`src/rtl/tmon_pkg.sv`:
```
package tmon_pkg;

  typedef enum logic [1:0] {
    REG_CTRL  = 2'd0,
    REG_BASE  = 2'd1,
    REG_MASK  = 2'd2,
    REG_CLEAR = 2'd3
  } reg_sel_e;

  localparam int NUM_CNT     = 5;
  localparam int IDX_RD_REQ  = 0;
  localparam int IDX_WR_REQ  = 1;
  localparam int IDX_RD_BYTE = 2;
  localparam int IDX_WR_BYTE = 3;
  localparam int IDX_CYCLE   = 4;

endpackage

```
`src/rtl/tmon_cfg.sv`:
```
module tmon_cfg #(
  parameter int ADDR_W    = 48,
  parameter int NUM_PORTS = 8
) (
  input  logic                 clk,
  input  logic                 rst_n,
  input  logic                 cfg_we,
  input  logic [1:0]           cfg_sel,
  input  logic [ADDR_W-1:0]    cfg_wdata,
  output logic [NUM_PORTS-1:0] port_mask,
  output logic                 addr_en,
  output logic [ADDR_W-1:0]    win_base,
  output logic [ADDR_W-1:0]    win_mask,
  output logic                 clear
);
  import tmon_pkg::*;

  reg_sel_e sel;
  assign sel   = reg_sel_e'(cfg_sel);
  assign clear = cfg_we && (sel == REG_CLEAR);

  always_ff @(posedge clk or negedge rst_n) begin
    if (!rst_n) begin
      port_mask <= '1;
      addr_en   <= 1'b0;
      win_base  <= '0;
      win_mask  <= '0;
    end else if (cfg_we) begin
      case (sel)
        REG_CTRL: begin
          port_mask <= cfg_wdata[NUM_PORTS-1:0];
          addr_en   <= cfg_wdata[NUM_PORTS];
        end
        REG_BASE: win_base <= cfg_wdata;
        REG_MASK: win_mask <= cfg_wdata;
        default:  ;
      endcase
    end
  end
endmodule

```
`src/rtl/tmon_filter.sv`:
```
module tmon_filter #(
  parameter int ADDR_W    = 48,
  parameter int NUM_PORTS = 8,
  parameter int PORT_W    = 3
) (
  input  logic [ADDR_W-1:0]    addr,
  input  logic                 is_cxl,
  input  logic [PORT_W-1:0]    port,
  input  logic [NUM_PORTS-1:0] port_mask,
  input  logic                 addr_en,
  input  logic [ADDR_W-1:0]    win_base,
  input  logic [ADDR_W-1:0]    win_mask,
  output logic                 hit
);
  logic [NUM_PORTS-1:0] port_onehot;
  logic                 port_hit;
  logic                 win_hit;

  for (genvar g = 0; g < NUM_PORTS; g++) begin : g_dec
    assign port_onehot[g] = (port == PORT_W'(g));
  end

  assign port_hit = |(port_onehot & port_mask);
  assign win_hit  = ~|((addr ^ win_base) & win_mask);
  assign hit      = addr_en ? win_hit : (!is_cxl && port_hit);
endmodule

```
`src/rtl/tmon_counter.sv`:
```
module tmon_counter #(
  parameter int CNT_W = 64,
  parameter int INC_W = 12
) (
  input  logic             clk,
  input  logic             rst_n,
  input  logic             clear,
  input  logic             inc_en,
  input  logic [INC_W-1:0] inc_val,
  output logic [CNT_W-1:0] count
);
  always_ff @(posedge clk or negedge rst_n) begin
    if (!rst_n)      count <= '0;
    else if (clear)  count <= '0;
    else if (inc_en) count <= count + CNT_W'(inc_val);
  end
endmodule

```
`src/rtl/tmon_target_monitor.sv`:
```
module tmon_target_monitor #(
  parameter int ADDR_W    = 48,
  parameter int BYTE_W    = 12,
  parameter int CNT_W     = 64,
  parameter int NUM_PORTS = 8,
  parameter int PORT_W    = $clog2(NUM_PORTS)
) (
  input  logic              clk,
  input  logic              rst_n,
  input  logic              txn_valid,
  input  logic              txn_ready,
  input  logic              txn_is_write,
  input  logic [BYTE_W-1:0] txn_bytes,
  input  logic [ADDR_W-1:0] txn_addr,
  input  logic              txn_is_cxl,
  input  logic [PORT_W-1:0] txn_port,
  input  logic              cfg_we,
  input  logic [1:0]        cfg_sel,
  input  logic [ADDR_W-1:0] cfg_wdata,
  output logic [CNT_W-1:0]  cnt_rd_req,
  output logic [CNT_W-1:0]  cnt_wr_req,
  output logic [CNT_W-1:0]  cnt_rd_bytes,
  output logic [CNT_W-1:0]  cnt_wr_bytes,
  output logic [CNT_W-1:0]  cnt_cycles
);
  import tmon_pkg::*;

  logic [NUM_PORTS-1:0] flt_port_mask;
  logic                 flt_addr_en;
  logic [ADDR_W-1:0]    flt_base;
  logic [ADDR_W-1:0]    flt_mask;
  logic                 ctr_clear;
  logic                 txn_hit;
  logic                 beat_take;

  tmon_cfg #(.ADDR_W(ADDR_W), .NUM_PORTS(NUM_PORTS)) cfg_i (
    .clk(clk), .rst_n(rst_n), .cfg_we(cfg_we), .cfg_sel(cfg_sel),
    .cfg_wdata(cfg_wdata), .port_mask(flt_port_mask), .addr_en(flt_addr_en),
    .win_base(flt_base), .win_mask(flt_mask), .clear(ctr_clear)
  );

  tmon_filter #(.ADDR_W(ADDR_W), .NUM_PORTS(NUM_PORTS), .PORT_W(PORT_W)) flt_i (
    .addr(txn_addr), .is_cxl(txn_is_cxl), .port(txn_port),
    .port_mask(flt_port_mask), .addr_en(flt_addr_en),
    .win_base(flt_base), .win_mask(flt_mask), .hit(txn_hit)
  );

  assign beat_take = txn_valid && txn_ready && txn_hit;

  logic [NUM_CNT-1:0] inc_en;
  logic [BYTE_W-1:0]  inc_val [NUM_CNT];
  logic [CNT_W-1:0]   cnt_q   [NUM_CNT];

  always_comb begin
    inc_en                = '0;
    inc_en[IDX_RD_REQ]    = beat_take && !txn_is_write;
    inc_en[IDX_WR_REQ]    = beat_take &&  txn_is_write;
    inc_en[IDX_RD_BYTE]   = beat_take && !txn_is_write;
    inc_en[IDX_WR_BYTE]   = beat_take &&  txn_is_write;
    inc_en[IDX_CYCLE]     = 1'b1;
    inc_val[IDX_RD_REQ]   = BYTE_W'(1);
    inc_val[IDX_WR_REQ]   = BYTE_W'(1);
    inc_val[IDX_RD_BYTE]  = txn_bytes;
    inc_val[IDX_WR_BYTE]  = txn_bytes;
    inc_val[IDX_CYCLE]    = BYTE_W'(1);
  end

  for (genvar g = 0; g < NUM_CNT; g++) begin : g_cnt
    tmon_counter #(.CNT_W(CNT_W), .INC_W(BYTE_W)) ctr_i (
      .clk(clk), .rst_n(rst_n), .clear(ctr_clear),
      .inc_en(inc_en[g]), .inc_val(inc_val[g]), .count(cnt_q[g])
    );
  end

  assign cnt_rd_req   = cnt_q[IDX_RD_REQ];
  assign cnt_wr_req   = cnt_q[IDX_WR_REQ];
  assign cnt_rd_bytes = cnt_q[IDX_RD_BYTE];
  assign cnt_wr_bytes = cnt_q[IDX_WR_BYTE];
  assign cnt_cycles   = cnt_q[IDX_CYCLE];
endmodule

```
`config.mk`:
```
export PLATFORM = sky130hd
export DESIGN_NAME = tmon_target_monitor
export DESIGN_NICKNAME = d
export VERILOG_FILES = /design/src/rtl/tmon_pkg.sv /design/src/rtl/tmon_cfg.sv /design/src/rtl/tmon_filter.sv /design/src/rtl/tmon_counter.sv /design/src/rtl/tmon_target_monitor.sv
export SDC_FILE = /design/constraint.sdc
export NUM_CORES = 1
export LEC_CHECK = 0
export ABC_CLOCK_PERIOD_IN_PS = 3200
export BUFFER_PORTS_ARGS = -buffer_cell sky130_fd_sc_hd__buf_2
export CORE_AREA = 3 3 214 216
export CTS_CLUSTER_DIAMETER = 50
export DETAILED_ROUTE_END_ITERATION = 8
export DIE_AREA = 0 0 217 219
export GPL_ROUTABILITY_DRIVEN = 0
export PLACE_DENSITY = 0.73
export SLEW_MARGIN = 40
export SYNTH_ARGS = -nofsm -noshare
export SYNTH_HDL_FRONTEND = slang
export SYNTH_SLANG_ARGS = --single-unit
```
`constraint.sdc`:
```
create_clock -name clk -period 3.2 [get_ports clk]
set_input_delay 0.32 -clock clk [delete_from_list [all_inputs] [get_ports clk]]
set_output_delay 0.32 -clock clk [all_outputs]
set_load 0.02 [all_outputs]
```
==> impl_metrics.json, run 1 <==
{
  "clock_sinks": 425,
  "worstReg2RegStart": "g_cnt[3].ctr_i.count[0]$_DFFE_PN0P_",
  "min_period_over_period_pct": 96.1,
  "clock_latency_ns": 0.59,
  "irDropWorstVdd_mv": 0.474,
  "setup_viol": 0,
  "status": "finished, final reports clean",
  "final_core_util_pct": 62.6,
  "endpoint_kind": "flop",
  "die_width_um": 217,
  "cpMaxStageDelayCell": "or4b_1",
  "cts_buffer_depth": 3,
  "drc": 0,
  "syn_to_final_growth_pct": 25.3,
  "pre_cts_slack_ns": -0.0206,
  "whs_ns": 0.0305,
  "num-nets-final": 2890,
  "cpPeakStageDelay_ns": 0.46,
  "portBuffers": 439,
  "wirelength_mm": 65.9,
  "yosys.area.top_type": "dfrtp_1",
  "crit_chain": "ha_1 -> inv_1 -> fa_1 -> nor2b_1 -> o21a_1 -> o21ai_1 -> a211oi_2 -> o21bai_1 -> buf_4 -> nor3_2 -> or4b_1 -> a21oi_1",
  "cp-startpoint": "g_cnt[3].ctr_i.count[0]$_DFFE_PN0P_",
  "required_ns": 3.69,
  "overflow": 0,
  "startpoint_type": "flop",
  "synth_edf_count": 0,
  "dieArea_um2": 47500,
  "fp.dieH_um": 219,
  "synthArstFlopShare_pct": 100,
  "cts_root_buffer": "clkbuf_16",
  "core_um2": 44100,
  "mappedNetlistArea_um2": 22000,
  "max_freq_ghz": 0.325,
  "yosysUniqueCellTypes": 64,
  "critPathMaxFanout": 14,
  "dpl.cell_count": 3235,
  "slew_headroom_pct": 54.4,
  "vias": 19420,
  "finalCriticalPeriod_ns": 3.08,
  "cts_buffers": 52,
  "grt_use_total_pct": 26.9,
  "drt_pass1_iterations": 8,
  "yosys_most_used_dff": "dfrtp_1",
  "ys_ff_latch": 425,
  "synth_nets": 2392,
  "first_global_vias": 19419,
  "hold_viol_final": 0,
  "min-delay-start": "cfg_wdata[47]",
  "design_area_um2": 27600,
  "dp_hpwl_mm": 46.6,
  "leakage_nw": 13.0,
  "grt_antenna_before_repair": 8,
  "timing.reg2reg.setup_slack_ns": 0.12,
  "io_pins": 440,
  "path_buf_inv": 2,
  "syn_avg_cell_area_um2": 9.83,
  "p_total_mw": 13.5,
  "ctsHtreeMaxLevel": 2,
  "grt_max_degree": 95,
  "rsz0062_at_grt": "true",
  "ys_top_cells_by_area": "dfrtp_1 (47%), xnor2_1 (6.3%), mux2_2 (5.4%), nor2_1 (4.3%), xor2_1 (3.8%)",
  "timing.final.max_slew_violations": 0,
  "drive_above_1_share_pct": 27.1,
  "syn_inst": 2243,
  "cap_viol_max_count": 0,
  "ff_latch_area_um2": 10600,
  "tns_ns": 0,
  "skew_ns": 0.0254,
  "ant_nets": 0,
  "wl_per_cell_um": 19.5,
  "rows": 77,
  "p_per_area_nw_per_um2": 488,
  "cts_tree": "yes",
  "final.fill_count": 3617,
  "min_path_cells": 2,
  "critical_path_depth": 12,
  "clk_pin_slew_worst_paths_ns": 0.06,
  "grt_first_pass_wirelength_mm": 104,
  "yosysWarnings": 0,
  "synth_top_area_share_pct": 47.3,
  "worst_slack_ns": 0.125,
  "r2r_cells": 12,
  "cp_top_family": "compound AO/OA/AOI/OAI gates",
  "drt_iter0_drc": 1395,
  "final_cells": 3377,
  "ys_seq_area_share_pct": 48.3,
  "placed_area_um2": 25300,
  "multi_input_area_um2": 10900,
  "start_util_pct": 49.9,
  "worstSetupPathType": "reg2reg",
  "arrival_ns": 3.57,
  "vias_per_cell": 5.75,
  "tightestPinTransition_ns": 0.683,
  "min_path_type": "in2reg"
}
[final timing paths]
check,to
worst min register to register,cfg_i.win_mask[24]$_DFFE_PN0P_
worst max-delay path,g_cnt[3].ctr_i.count[62]$_DFFE_PN0P_
max in group asynchronous,g_cnt[1].ctr_i.count[33]$_DFFE_PN0P_
min in group asynchronous,g_cnt[2].ctr_i.count[18]$_DFFE_PN0P_
worst min-delay path,cfg_i.win_base[47]$_DFFE_PN0P_
worst max register to register,g_cnt[3].ctr_i.count[62]$_DFFE_PN0P_
[cells in the mapped netlist (all sizes together) (10+ instances only)]
master and count:
o211ai 24, clkbuf 92, or4 38, ha 27
nand3 91, mux2 105, nor4b 16, o31ai 10
nand4 69, a21o 11, buf 18, and3 50
inv 73, nor3 63, dfrtp 417, o21a 11
nor2 251, or3 35, and2 15, nand2 186
nand2b 23, a21oi 69, a22oi 23, mux2i 20
o21ai 46, and4 18, xnor2 158, o41ai 13
nor4 92, xor2 95, o311ai 10
[layout by cell type, fill, tap and decap left out, types with 17 or more instances in the layout]
master	count
nand2b_1	23
and3_1	49
dfrtp_1	417
xnor2_1	158
buf_2	438
or3_1	35
nor4_1	86
and4_1	17
nand2_1	186
ha_1	27
o211ai_1	24
nor2_1	251
xor2_1	95
a21oi_1	69
mux2i_1	20
nor3_1	61
or4_1	35
dlygate4sd3_1	41
nand3_1	90
nand4_1	68
mux2_2	105
inv_1	73
buf_4	61
clkbuf_16	53
a22oi_1	21
o21ai_0	44
[kinds of logic after synthesis]
| logic type | share of synthesized area [%] |
|---|---|
| AND/OR/NAND/NOR | 22.8 |
| flip-flops | 48.3 |
| XOR/XNOR | 10.1 |
| AO/OA/AOI/OAI | 7.48 |
| buffers and inverters | 3.15 |
| multiplexers | 6.48 |
| adder cells (fa/ha/maj) | 1.71 |
[final cells by class]
cell class | instances | area share (%)
clock inverters | 21 | 0.947
inverters | 74 | 1.01
clock buffers | 72 | 5.46
repair buffers | 554 | 12.0
diodes | 5 | 0.0453
flip-flops and latches | 425 | 38.5
well taps | 592 | 2.68
multi-input cells | 1634 | 39.3
[routing by layer]
layer  vias up  track usage [%]  wire length (um)
met5         -                0                41
met1      9550             33.0             25900
met3       156             7.49              5350
met2       710             45.1             31900
met4         6             10.9              2700
li1       8998                -                 -
[report_power, final]
group / total [mW] / switching, mW / internal, mW
clock network: 6.06 / 2.37 / 3.69
registers: 5.94 / 0.235 / 5.70
logic: 1.48 / 0.824 / 0.658
[timing repair]
item	in CTS	in global routing
setup endpoints to repair	1	45
pin swaps	0	5
gates resized for setup	1	20
endpoints found under the hold margin	131	0
hold buffers	41	0
buffers inserted	0	2
[registers in the layout, indices dropped and copies added (netlist names)]
name	count
cfg_i.addr_en	1
cfg_i.win_base	48
cfg_i.port_mask	8
cfg_i.win_mask	48
g_cnt.ctr_i.count	320
Power figures use the tool's default switching activity.
==> run 2, diff against run 1 <==
Settings changed: CORE_AREA 3 3 214 216 to 3 3 227 229, DIE_AREA 0 0 217 219 to 0 0 230 232, PLACE_DENSITY 0.73 to 0.72, SYNTH_HIERARCHICAL from default to 1.
==> run 2 against run 1 <==
The flow now finishes with violations (setup timing). Core utilization increased by 6.0 points. Maximum frequency decreased by 19%. Hold slack better by 0.030 ns. Clock skew fell by 0.0074 ns. Combinational power grew 120%. Register-to-register slack worse by 0.73 ns. Total power increased by 17%. Design area is 24% higher. Global-route usage increased by 2.6 points. Sequential power up 3%. Area after synthesis grew 13%. Non-clock buffer count up 130. Critical path type unchanged. Largest cell class unchanged. Highest routed layer unchanged.
==> impl_metrics.json, run 2 <==
{
  "status": "finished with violations",
  "violations": "setup timing",
  "ys_ff_latch": 425,
  "design_area_um2": 34200,
  "irDropWorstVdd_mv": 0.529,
  "max_freq_ghz": 0.262,
  "min_period_over_period_pct": 119,
  "synth_edf_count": 0,
  "setup_viol": 229,
  "ys_top_cells_by_area": "dfrtp_1 (42%), xnor2_1 (5.1%), nor2_1 (3.6%), mux2_2 (3.3%), a21oi_1 (3.2%)",
  "ys_seq_area_share_pct": 42.9,
  "overflow": 0,
  "yosysUniqueCellTypes": 84,
  "grt_first_pass_wirelength_mm": 129,
  "min_path_cells": 2,
  "path_buf_inv": 1,
  "wirelength_mm": 85.2,
  "grt_max_degree": 78,
  "synth_top_family_by_area": "simple AND/OR/NAND/NOR gates",
  "io_pins": 440,
  "syn_avg_cell_area_um2": 10.0,
  "cts_buffers": 52,
  "min_path_type": "in2reg",
  "cpMaxStageDelayCell": "or4b_4",
  "timing.reg2reg.setup_slack_ns": -0.61,
  "min-delay-start": "cfg_wdata[6]",
  "placed_area_um2": 28700,
  "synthArstFlopShare_pct": 100,
  "core_um2": 49900,
  "cts_tree": "yes",
  "final.fill_count": 3579,
  "cp_top_family": "simple AND/OR/NAND/NOR gates",
  "synth_compound_area_share_pct": 13.9,
  "worstHoldEndpoint": "cfg_i/port_mask[6]$_DFFE_PN1P_",
  "slew_headroom_pct": 32.9,
  "rows": 82,
  "cpPeakStageDelay_ns": 0.57,
  "drt_pass1_iterations": 5,
  "synthXorXnorAreaFrac_pct": 8.08,
  "vias_per_cell": 6.21,
  "p_per_area_nw_per_um2": 459,
  "required_ns": 3.70,
  "rsz0062_at_grt": "true",
  "critPathMaxFanout": 7,
  "portBuffers": 439,
  "start_util_pct": 49.8,
  "mappedNetlistArea_um2": 24800,
  "drc": 0,
  "top_register": "g_cnt.ctr_i/count",
  "fp.dieH_um": 232,
  "top_regs": "g_cnt.ctr_i/count (320), cfg_i/win_base (48), cfg_i/win_mask (48)",
  "r2r-end": "g_cnt[1].ctr_i/count[63]$_DFFE_PN0P_",
  "synthAdderAreaFrac_pct": 3.43,
  "crit_chain": "xor2_1 -> a22oi_1 -> nand4_1 -> or4b_4 -> o41ai_4 -> buf_4 -> and4_4 -> o22ai_4 -> nor4_4 -> nand3_1 -> a211o_4 -> or4_1 -> a21oi_1",
  "drive_above_1_share_pct": 37.9,
  "clk_pin_slew_worst_paths_ns": 0.06,
  "synthTopCellsByCount": "dfrtp_1 (417), nor2_1 (239), nand2_1 (173), a21oi_1 (160), xnor2_1 (146)",
  "hold_viol_final": 0,
  "cts_buffer_depth": 3,
  "cap_viol_max_count": 0,
  "worstSetupPathType": "reg2reg",
  "dieArea_um2": 53400,
  "yosys_most_used_dff": "dfrtp_1",
  "final_core_util_pct": 68.7,
  "r2r_cells": 13,
  "grt_use_total_pct": 29.6,
  "first_global_vias": 23466,
  "startpoint_type": "flop",
  "synth-simple-area-share_pct": 22.3,
  "clock_latency_ns": 0.59,
  "endpoint_kind": "flop",
  "tightestPinTransition_ns": 1.01,
  "drt_iter0_drc": 2279,
  "yosys.area.top_type": "dfrtp_1",
  "synth_most_common_cell": "dfrtp_1",
  "num-nets-final": 3347,
  "synth_top_area_share_pct": 42.0,
  "synth_mux_area_share_pct": 7.01,
  "layout_common_cells": "buf_2 (439), dfrtp_1 (417), nor2_1 (231)",
  "largest_reg_flops": 320,
  "syn_to_final_growth_pct": 37.8,
  "vias": 24083,
  "syn_inst": 2482,
  "yosysWarnings": 6,
  "ant_nets": 0,
  "cts_root_buffer": "clkbuf_16",
  "finalCriticalPeriod_ns": 3.81,
  "tns_ns": -75.82,
  "die_width_um": 230,
  "leakage_nw": 15.4,
  "clock_sinks": 425,
  "wl_per_cell_um": 22.0,
  "arrival_ns": 4.31,
  "ctsHtreeMaxLevel": 2,
  "dp_hpwl_mm": 56.6,
  "worst_slack_ns": -0.610,
  "final_common_cell": "buf_2",
  "worstReg2RegStart": "cfg_i/win_base[3]$_DFFE_PN0P_",
  "skew_ns": 0.0180,
  "whs_ns": 0.0601,
  "timing.final.max_slew_violations": 0,
  "grt_antenna_before_repair": 6
}
==> run 2: changes by cell type after synthesis, sizes merged, moves of 30 or more <==
cell	delta
a21oi	+100
clkbuf	-47
o31ai	+46
inv	-41
nand4	+39
nor4	-36
buf	+33
ha	+33
or3	+33
o21ai	+30
==> run 2: repair_timing <==
| item | CTS | global route |
|---|---|---|
| pin swaps | 94 | 161 |
| setup buffers | 32 | 46 |
| hold endpoints to repair | 142 | 0 |
| gates resized for setup | 204 | 310 |
| hold buffers | 47 | 0 |
| endpoints found under the setup margin | 210 | 248 |
| cloned | 4 | 1 |
==> run 2: final cells by class <==
type                       instances  area (um^2)  area share (%)
antenna                            2         5.00          0.0146
clock buffer                      64         1430            4.17
clock inverter                    31          412            1.20
inverter                          32          120           0.351
multi-input combinational       1967        16000            46.7
sequential                       425        10600            31.1
tap                              672          841            2.46
timing repair buffer             684         4780            14.0
==> run 2: worst max-delay path by stage <==
stage | from | to | slack (ns) | depth (start not counted)
finish | cfg_i/win_base[3]$_DFFE_PN0P_ | g_cnt[1].ctr_i/count[63]$_DFFE_PN0P_ | -0.61 | 13
global route | cfg_i/win_base[1]$_DFFE_PN0P_ | g_cnt[2].ctr_i/count[63]$_DFFE_PN0P_ | -0.75 | 14
CTS | cfg_i/win_base[6]$_DFFE_PN0P_ | g_cnt[1].ctr_i/count[63]$_DFFE_PN0P_ | -0.49 | 13
detailed placement | txn_addr[32] | g_cnt[1].ctr_i/count[63]$_DFFE_PN0P_ | -0.65 | 14
global placement | txn_addr[32] | g_cnt[0].ctr_i/count[55]$_DFFE_PN0P_ | -0.60 | 14
floorplan | cfg_i/win_base[0]$_DFFE_PN0P_ | g_cnt[1].ctr_i/count[63]$_DFFE_PN0P_ | -0.06 | 12
==> run 2: power breakdown <==
group	leakage [nW]	switching (mW)	internal [mW]	total, mW
Sequential	5.67	0.323	5.79	6.11
Combinational	8.86	1.99	1.27	3.26
Clock	0.890	2.50	3.84	6.34
Total	15.4	4.82	10.9	15.7
==> run 2: logic make-up (layout without fill, tap and decap cells) <==
group / Yosys count / after routing
AND/OR/NAND/NOR: 987 / 987
AO/OA/AOI/OAI: 489 / 489
flip-flops: 425 / 425
XOR/XNOR: 229 / 229
multiplexers: 157 / 157
buffers and inverters: 128 / 811
adder cells (fa/ha/maj): 65 / 65
other: 2 / 42
==> run 2: stage by stage <==
stage               setup WS [ns]  power (mW)  std cells
floorplan                 -0.0617        8.13       2520
global placement           -0.597        8.97       3660
detailed placement         -0.646        9.09       3661
CTS                        -0.492        15.6       3839
global route               -0.751        16.3       3875
finish                     -0.610        15.7       3877
==> run 2: worst register-to-register path, delay by kind of cell, from the launching register on <==
kind	cells	cell delay (ns)
AO/OA/AOI/OAI	5	1.08
XOR/XNOR	1	0.15
buffers and inverters	1	0.16
flip-flops	1	0.40
AND/OR/NAND/NOR	6	1.94
==> run 2: layer usage <==
metal / part of all wire [%] / global-route usage (%) / wire length, um
met1: 39 / 38.2 / 33400
met5: 0.069 / 0 / 59
met4: 4.5 / 12.4 / 3840
met3: 7.9 / 6.66 / 6690
met2: 48 / 48.1 / 41200
==> run 3, diff against run 2 <==
Settings changed: PLACE_DENSITY 0.72 to 0.8.
==> run 3 against run 2 <==
The flow still finishes with violations (setup timing). Global-route usage up 1.2 points. Via count up 3.1%. Register-to-register slack worse by 0.24 ns. Critical path depth up 1. Sequential power about the same. Critical path type unchanged. Critical endpoint is now g_cnt[0].ctr_i/count[62]$_DFFE_PN0P_. Largest cell class unchanged. Largest power group unchanged.
==> impl_metrics.json, run 3 (synthesis gave the netlist of run 2 again) <==
{
  "layout_common_cells": "buf_2 (438), dfrtp_1 (417), nor2_1 (234)",
  "ctsHtreeMaxLevel": 2,
  "grt_antenna_before_repair": 3,
  "first_global_vias": 24507,
  "required_ns": 3.66,
  "worstSetupPathType": "reg2reg",
  "r2r-end": "g_cnt[0].ctr_i/count[62]$_DFFE_PN0P_",
  "wl_per_cell_um": 23.1,
  "cp-endpoint": "g_cnt[0].ctr_i/count[62]$_DFFE_PN0P_",
  "top_register": "g_cnt.ctr_i/count",
  "r2r_cells": 14,
  "overflow": 0,
  "design_area_um2": 33700,
  "cts_buffer_depth": 3,
  "fp.dieH_um": 232,
  "placed_area_um2": 28600,
  "core_um2": 49900,
  "startpoint_type": "flop",
  "die_width_um": 230,
  "clk_pin_slew_worst_paths_ns": 0.06,
  "start_util_pct": 49.8,
  "violations": "setup timing",
  "final_common_cell": "buf_2",
  "drt_pass1_iterations": 8,
  "cap_viol_max_count": 0,
  "rows": 82,
  "endpoint_kind": "flop",
  "skew_ns": 0.0305,
  "setup_viol": 256,
  "top_regs": "g_cnt.ctr_i/count (320), cfg_i/win_base (48), cfg_i/win_mask (48)",
  "io_pins": 440,
  "tightestPinTransition_ns": 1.02,
  "critPathMaxFanout": 5,
  "worst_slack_ns": -0.846,
  "finalCriticalPeriod_ns": 4.05,
  "cts_root_buffer": "clkbuf_16",
  "ant_nets": 0,
  "hold_viol_final": 0,
  "vias_per_cell": 6.38,
  "rsz0062_at_grt": "true",
  "irDropWorstVdd_mv": 0.433,
  "clock_latency_ns": 0.62,
  "grt_max_degree": 141,
  "grt_first_pass_wirelength_mm": 133,
  "leakage_nw": 15.2,
  "drc": 0,
  "worstReg2RegStart": "cfg_i/win_base[46]$_DFFE_PN0P_",
  "p_per_area_nw_per_um2": 470,
  "dieArea_um2": 53400,
  "p_total_mw": 15.8,
  "vias": 24838,
  "clock_sinks": 425,
  "max_freq_ghz": 0.247,
  "min_path_type": "in2reg",
  "whs_ns": 0.0957,
  "min_period_over_period_pct": 126,
  "grt_use_total_pct": 30.7,
  "status": "finished with violations",
  "syn_to_final_growth_pct": 35.5,
  "cp-startpoint": "cfg_i/win_base[46]$_DFFE_PN0P_",
  "slew_headroom_pct": 31.5,
  "drive_above_1_share_pct": 35.9,
  "cts_tree": "yes",
  "drt_iter0_drc": 2729,
  "timing.final.max_slew_violations": 0,
  "portBuffers": 439,
  "num-nets-final": 3356,
  "arrival_ns": 4.50,
  "largest_reg_flops": 320,
  "wirelength_mm": 89.7,
  "timing.reg2reg.setup_slack_ns": -0.85,
  "dp_hpwl_mm": 56.9,
  "cts_buffers": 57
}
-- run 3: cell count changes in the layout (fill, tap and decap cells not counted), moves of 7 or more --
cell | previous run | this run
or4_4 | 27 | 17
buf_6 | 56 | 49
a21oi_1 | 101 | 117
a21oi_2 | 63 | 46
nor3_2 | 23 | 16
nor3_1 | 28 | 41
buf_4 | 107 | 132
or4_1 | 30 | 40
-- run 3: what timing repair did --
item,4_1_cts,5_1_grt
endpoints found under the hold margin,162,0
setup buffers,52,43
hold buffers,48,0
resized for setup,230,175
gates cloned,0,1
setup endpoints to repair,256,254
pin swaps,120,84
-- run 3: metrics by stage --
step / cells / setup WS, ns / setup TNS, ns / util [%]
floorplan: 2520 / -0.0617 / -0.200 / -
global placement: 3655 / -0.800 / -108.13 / 57.3
detailed placement: 3655 / -0.903 / -133.32 / 57.3
CTS: 3860 / -0.525 / -49.85 / 65.3
global route: 3893 / -0.894 / -121.28 / 67.5
finish: 3893 / -0.846 / -101.71 / 67.5
-- run 3: per-layer routing --
metal | GRT usage (%) | part of all wire, %
met1 | 38.1 | 37
met2 | 50.6 | 48
met3 | 6.93 | 8.9
met4 | 15.4 | 6.0
met5 | 0 | 0.014
-- run 3: final cells by class --
class / instances / area, um^2
fill: 3437 / 16200
multi-input combinational: 1967 / 15500
sequential: 425 / 10600
timing repair buffer: 688 / 4610
clock buffer: 68 / 1530
tap: 672 / 841
clock inverter: 40 / 378
inverter: 32 / 120
antenna: 1 / 2.50
-- run 3: worst min-delay path by stage --
stage,cells after the start,start,end,slack [ns]
detailed placement,1,rst_n,g_cnt[0].ctr_i/count[61]$_DFFE_PN0P_,0.36
CTS,2,cfg_wdata[0],cfg_i/win_base[0]$_DFFE_PN0P_,0.03
global placement,1,rst_n,g_cnt[0].ctr_i/count[53]$_DFFE_PN0P_,0.35
finish,2,cfg_wdata[0],cfg_i/win_base[0]$_DFFE_PN0P_,0.1
global route,2,cfg_wdata[0],cfg_i/win_base[0]$_DFFE_PN0P_,0.05
floorplan,0,rst_n,cfg_i/addr_en$_DFFE_PN0P_,0.02
-- run 3: worst max-delay path, cell delays in order (launching register included) --
cell	delay [ns]
dfrtp_1	0.41
xor2_1	0.20
a222oi_1	0.42
buf_4	0.18
or4b_4	0.47
o41ai_4	0.28
and4b_2	0.31
buf_12	0.14
buf_6	0.10
buf_8	0.10
or2_4	0.15
nand4_1	0.15
buf_4	0.23
o41ai_1	0.53
a21oi_1	0.19
-- run 3: report_power, final --
group / total [mW] / switching (mW) / internal (mW)
clock: 6.40 / 2.75 / 3.65
sequential: 6.14 / 0.346 / 5.79
combinational: 3.30 / 2.02 / 1.27
total: 15.8 / 5.12 / 10.7
